===== src/rtl/ilv_pkg.sv =====
package ilv_pkg;
  localparam int LANE_W = 8;
  localparam int LANES  = 2;
  localparam int DATA_W = LANE_W * LANES;
  localparam int CODE_W = DATA_W + LANES;

  typedef logic [DATA_W-1:0] word_t;
  typedef logic [CODE_W-1:0] code_t;
  typedef logic [LANES-1:0]  lane_t;
endpackage


===== src/rtl/ilv_parity.sv =====
module ilv_parity
  import ilv_pkg::*;
(
  input  word_t wdata_i,
  input  code_t rword_i,
  output code_t wcode_o,
  output logic  err_o
);
  lane_t gen_par;
  lane_t mism;

  for (genvar l = 0; l < LANES; l++) begin : g_lane
    assign gen_par[l] = ^wdata_i[l*LANE_W +: LANE_W];
    assign mism[l]    = (^rword_i[l*LANE_W +: LANE_W]) != rword_i[DATA_W + l];
  end

  assign wcode_o = {gen_par, wdata_i};
  assign err_o   = |mism;
endmodule


===== src/rtl/ilv_bank_timer.sv =====
module ilv_bank_timer #(
  parameter int T_RCD = 2,
  parameter int T_RAC = 4,
  parameter int T_RC  = 7
) (
  input  logic clk_i,
  input  logic rst_ni,
  input  logic start_i,
  output logic free_o,
  output logic busy_o,
  output logic last_o,
  output logic col_o,
  output logic ras_n_o,
  output logic cas_n_o
);
  localparam int PW = $clog2(T_RC + 1);
  localparam logic [PW-1:0] PH_RCD  = PW'(T_RCD);
  localparam logic [PW-1:0] PH_RAC  = PW'(T_RAC);
  localparam logic [PW-1:0] PH_RAC1 = PW'(T_RAC - 1);
  localparam logic [PW-1:0] PH_RC1  = PW'(T_RC - 1);

  logic          run_q;
  logic [PW-1:0] ph_q;

  always_ff @(posedge clk_i or negedge rst_ni) begin
    if (!rst_ni) begin
      run_q <= 1'b0;
      ph_q  <= '0;
    end else if (start_i) begin
      run_q <= 1'b1;
      ph_q  <= '0;
    end else if (run_q) begin
      if (ph_q == PH_RC1) begin
        run_q <= 1'b0;
        ph_q  <= '0;
      end else begin
        ph_q <= ph_q + 1'b1;
      end
    end
  end

  // last precharge cycle may hand over to a new start
  assign free_o  = !run_q || (ph_q == PH_RC1);
  assign busy_o  = run_q && (ph_q < PH_RAC);
  assign last_o  = run_q && (ph_q == PH_RAC1);
  assign col_o   = ph_q >= PH_RCD;
  assign ras_n_o = !busy_o;
  assign cas_n_o = !(busy_o && col_o);

  AST_CAS_AFTER_RAS: assert property (@(posedge clk_i) disable iff (!rst_ni)
    $fell(cas_n_o) |-> $past(!ras_n_o));
endmodule


===== src/rtl/ilv_dram_seq.sv =====
module ilv_dram_seq
  import ilv_pkg::*;
#(
  parameter int AW    = 8,
  parameter int COL_W = 4,
  parameter int T_RCD = 2,
  parameter int T_RAC = 4,
  parameter int T_RC  = 7,
  localparam int ROW_W = AW - 1 - COL_W,
  localparam int MA_W  = (ROW_W > COL_W) ? ROW_W : COL_W
) (
  input  logic              clk_i,
  input  logic              rst_ni,
  input  logic              req_i,
  input  logic              we_i,
  input  logic [AW-1:0]     addr_i,
  input  logic [15:0]       wdata_i,
  input  logic [1:0]        be_i,
  output logic [15:0]       rdata_o,
  output logic              ready_o,
  output logic              parity_err_o,
  output logic [1:0]        ras_n_o,
  output logic [1:0]        cas_n_o,
  output logic [MA_W-1:0]   mem_addr_o,
  output logic              mem_we_n_o,
  output logic [1:0]        mem_wbe_o,
  output logic [17:0]       mem_wdata_o,
  input  logic [17:0]       mem_rdata0_i,
  input  logic [17:0]       mem_rdata1_i
);
  localparam int NBANK = 2;

  logic [NBANK-1:0] free_v, busy_v, last_v, col_v, start_v;
  logic             start, fin;

  logic          acc_q, cur_q, we_q, ready_q, perr_q;
  logic [AW-1:0] addr_q;
  lane_t         be_q;
  word_t         wd_q, rdata_q;

  code_t rd_sel, wcode;
  logic  perr_w, cas_act, wr_act;

  assign start = req_i && !acc_q && free_v[addr_i[0]];
  assign fin   = acc_q && last_v[cur_q];

  for (genvar b = 0; b < NBANK; b++) begin : g_bank
    assign start_v[b] = start && (addr_i[0] == 1'(b));
    ilv_bank_timer #(.T_RCD(T_RCD), .T_RAC(T_RAC), .T_RC(T_RC)) u_tmr (
      .clk_i   (clk_i),
      .rst_ni  (rst_ni),
      .start_i (start_v[b]),
      .free_o  (free_v[b]),
      .busy_o  (busy_v[b]),
      .last_o  (last_v[b]),
      .col_o   (col_v[b]),
      .ras_n_o (ras_n_o[b]),
      .cas_n_o (cas_n_o[b])
    );
  end

  always_ff @(posedge clk_i or negedge rst_ni) begin
    if (!rst_ni) begin
      acc_q   <= 1'b0;
      cur_q   <= 1'b0;
      we_q    <= 1'b0;
      addr_q  <= '0;
      be_q    <= '0;
      wd_q    <= '0;
      ready_q <= 1'b0;
      perr_q  <= 1'b0;
      rdata_q <= '0;
    end else begin
      ready_q <= fin;
      perr_q  <= fin && !we_q && perr_w;
      if (fin && !we_q) rdata_q <= rd_sel[DATA_W-1:0];
      if (start) begin
        acc_q  <= 1'b1;
        cur_q  <= addr_i[0];
        we_q   <= we_i;
        addr_q <= addr_i;
        be_q   <= be_i;
        wd_q   <= wdata_i;
      end else if (fin) begin
        acc_q <= 1'b0;
      end
    end
  end

  assign rd_sel = cur_q ? mem_rdata1_i : mem_rdata0_i;

  ilv_parity u_par (
    .wdata_i (wd_q),
    .rword_i (rd_sel),
    .wcode_o (wcode),
    .err_o   (perr_w)
  );

  logic [ROW_W-1:0] row_w;
  logic [COL_W-1:0] col_w;
  assign row_w = addr_q[AW-1:COL_W+1];
  assign col_w = addr_q[COL_W:1];

  assign mem_addr_o  = col_v[cur_q] ? MA_W'(col_w) : MA_W'(row_w);
  assign cas_act     = acc_q && !cas_n_o[cur_q];
  assign wr_act      = cas_act && we_q;
  assign mem_we_n_o  = !wr_act;
  assign mem_wbe_o   = wr_act ? be_q : 2'b00;
  assign mem_wdata_o = wcode;

  assign rdata_o      = rdata_q;
  assign ready_o      = ready_q;
  assign parity_err_o = perr_q;

  AST_ONE_RAS: assert property (@(posedge clk_i) disable iff (!rst_ni)
    $countones(~ras_n_o) <= 1);
  AST_READY_PULSE: assert property (@(posedge clk_i) disable iff (!rst_ni)
    ready_o |=> !ready_o);
  AST_PERR_ON_READY: assert property (@(posedge clk_i) disable iff (!rst_ni)
    parity_err_o |-> ready_o);
  AST_WBE_ONLY_WRITE: assert property (@(posedge clk_i) disable iff (!rst_ni)
    (mem_wbe_o != 2'b00) |-> !mem_we_n_o);
endmodule


===== config.mk =====
export PLATFORM = sky130hd
export DESIGN_NAME = ilv_dram_seq
export DESIGN_NICKNAME = d
export VERILOG_FILES = /design/src/rtl/ilv_pkg.sv /design/src/rtl/ilv_parity.sv /design/src/rtl/ilv_bank_timer.sv /design/src/rtl/ilv_dram_seq.sv
export SDC_FILE = /design/constraint.sdc
export NUM_CORES = 1
export LEC_CHECK = 0
export ABC_CLOCK_PERIOD_IN_PS = 5000
export BUFFER_PORTS_ARGS = -buffer_cell sky130_fd_sc_hd__buf_2
export CAP_MARGIN = 20
export CORE_ASPECT_RATIO = 0.8
export CORE_MARGIN = 3
export CORE_UTILIZATION = 53
export DETAILED_ROUTE_END_ITERATION = 6
export PLACE_DENSITY = 0.87
export SLEW_MARGIN = 10
export SYNTH_ARGS = -nofsm -noshare
export SYNTH_HDL_FRONTEND = slang
export SYNTH_SLANG_ARGS = --single-unit

===== constraint.sdc =====
create_clock -name clk_i -period 5 [get_ports clk_i]
set_input_delay 1 -clock clk_i [delete_from_list [all_inputs] [get_ports clk_i]]
set_output_delay 1 -clock clk_i [all_outputs]
set_load 0.1 [all_outputs]

==> results.yml <==
sta:
  max_freq_mhz: 314.5
  worst_pin_slew_ns: 0.6516
  rsz0062_at_grt: "no"
  maxSlewHeadroom: 0.5656
  maxSlewViolCount: 0
  hold-worst-slack_ns: 0.5151
  fin_crit_ns: 3.180
  fin_skew_ns: 0.009855
  setup_tns_ns: 0
  post-route-period-util: 0.6359
  setup_violations: 0
  hold_viol: 0
floorplanning:
  die_w_um: 89.75
  die_area_um2: 6552
  pin_count: 113
  initial_core_util: 0.5710
  die_y_um: 73
  core-area_um2: 5209
  rows: 23
synth:
  yosysSeqAreaShare: 0.4544
  netlist_instances: 254
  postSynth.asyncResetShare: 1.000
  synth-main-ff-cell: "dfrtp_1"
  syn_area_per_cell_um2: 11.71
  synth_top_area_share: 0.4544
  synth_nets: 322
  synthTopCellsByCount: "dfrtp_1, mux2i_1, xnor2_1"
  ys_seq_elements: 54
  synth-edff-count: 0
  synth.most_common_cell: "dfrtp_1"
  synthDistinctLibCells: 30
  synth_area_leader_cell: "dfrtp_1"
  synth_area_leaders: "dfrtp_1, mux2_4, mux2i_1"
  yosys_warnings: 0
  syn_area_um2: 2974
clock_tree:
  hold_buffers: 0
  path_clk_slew_ns: 0.10
  cts_buffers: 5
  clkSinkCount: 54
  clock-root-buffer: "clkbuf_8"
  post_cts_resized: 0
  post_cts_buffers: 0
  cts_tree: "done"
  clk_latency_ns: 0.30
  h-tree-depth: 2
  clock_path_buffers: 2
cells_and_area:
  n_antenna_cell: 0
  syn_to_final_growth_pct: 23.56
  fillers: 390
  fin_nets: 431
  drive_gt1_frac: 0.4368
worst_setup_path:
  required_ns: 4.00
  cp-start-kind: "flop"
  timing_worst_setup_path_type: "reg -> out"
  worstSetupEndpointType: "output pin"
  arrival_ns: 2.18
  cp_max_fo: 31
drt:
  drt-initial-drc-count: 90
  routed_wl_um: 6410
  drc: 0
  first_pass_iters: 4
  drt-vias-per-instance: 5.025
  ant_nets: 0
  wl_per_cell_um: 14.60
  num_vias: 2206
grt:
  grt_usage: 0.1907
  grt_pass1_vias: 2067
  grt_max_degree: 55
  grt_pass1_wl_um: 10030
  grt_antenna_before_repair: 0
  grt.overflow.total: 0
status:
  outcome: "finished, final reports clean"
power_and_ir_drop:
  vdd_ir_drop_max_v: 0.0001958
  power.leakage_nw: 1.773
  power.density_nw_per_um2: 237.9
  finalPower_mw: 0.8741
placement:
  portBuffers: 112
  gp_congestion: 0.8138
  dpl.hpwl_um: 4852
flow_run:
  max-cap-violations: 0
worst_hold_path:
  hp-class: "reg -> reg"
==> metrics by stage <==
stage,util,worst slack (ns),cell area [um2],cells
floorplan,-,1.131,2974,254
global placement,0.6786,2.221,3535,429
detailed placement,0.6786,2.168,3535,429
CTS,0.6988,1.815,3640,437
global route,0.7055,1.721,3675,439
finish,0.7055,1.820,3675,439
==> critical path, cell delays in order (launching register included) <==
cell,delay [ns]
dfrtp_1,0.34
buf_4,0.40
nor3_1,0.11
a21oi_1,0.32
mux2_2,0.39
buf_2,0.29
==> layer usage <==
| metal | vias up | GRT usage | routed length [um] |
|---|---|---|---|
| li1 | 1075 | - | - |
| met1 | 1055 | 0.2451 | 2704 |
| met2 | 65 | 0.3275 | 3254 |
| met3 | 11 | 0.03814 | 345 |
| met4 | 0 | 0.06803 | 106 |
| met5 | - | 0 | 0 |
==> power breakdown <==
part | switching, mW | internal [mW] | leakage, nW
Clock | 0.138 | 0.127 | 0.0544
Sequential | 0.00463 | 0.442 | 0.659
Combinational | 0.100 | 0.0630 | 1.06
==> final cells by class <==
class,instances,area (um2),area share
multi-input cells,181,1495,0.4069
flip-flops and latches,54,1351,0.3677
repair buffers,116,610.6,0.1662
clock buffers,7,96.34,0.02622
well taps,75,93.84,0.02554
inverters,5,18.77,0.005107
clock inverters,1,8.758,0.002383
==> sequential cells by signal, indices dropped and copies added, names as in the netlist <==
register,count
rdata_o,16
wd_q,16
addr_q,8
g_bank.u_tmr.ph_q,6
be_q,2
g_bank.u_tmr.run_q,2
acc_q,1
parity_err_o,1
ready_o,1
we_q,1
==> layout by cell type, fill, tap and decap left out <==
cell      instances
o21ai_0           7
buf_8             1
or2b_4            1
mux2_2           10
buf_4             2
xnor2_1          26
a22o_1            1
nor2_1           18
inv_1             5
o21ai_1           1
mux2_4           19
nor3b_1           1
nand2_2           1
xor2_1           10
a21boi_0          1
and2_1            6
nand2_1          17
xnor3_1           2
o211ai_4          1
and3_1            1
mux2i_1          26
clkinv_4          1
o21ai_2           2
ha_1              2
buf_2           112
nor3_1            1
nor3b_4           1
buf_12            1
nand3_1           3
a21oi_1          21
dfrtp_1          54
nor2b_1           2
clkbuf_8          7
==> worst paths after layout <==
check	start	to	slack (ns)	depth (start not counted)
min reg2reg	addr_q[4]	addr_q[4]	0.52	1
min in group asynchronous	rst_ni	rdata_o[15]	0.80	2
max in group asynchronous	rst_ni	g_bank[1].u_tmr.ph_q[2]	3.76	2
max reg2reg	g_bank[0].u_tmr.ph_q[1]	parity_err_o	2.75	7
min	addr_q[4]	addr_q[4]	0.52	1
max	addr_q[0]	mem_addr_o[0]	1.82	5
==> kinds of logic after synthesis <==
| family | synth area share |
|---|---|
| compound gates | 0.06731 |
| xor+xnor | 0.1212 |
| fa+ha+maj | 0.008413 |
| buf+inv | 0.04291 |
| flops | 0.4544 |
| mux | 0.2213 |
| simple gates | 0.08456 |
No activity file was read; power rests on OpenSTA's default activity.
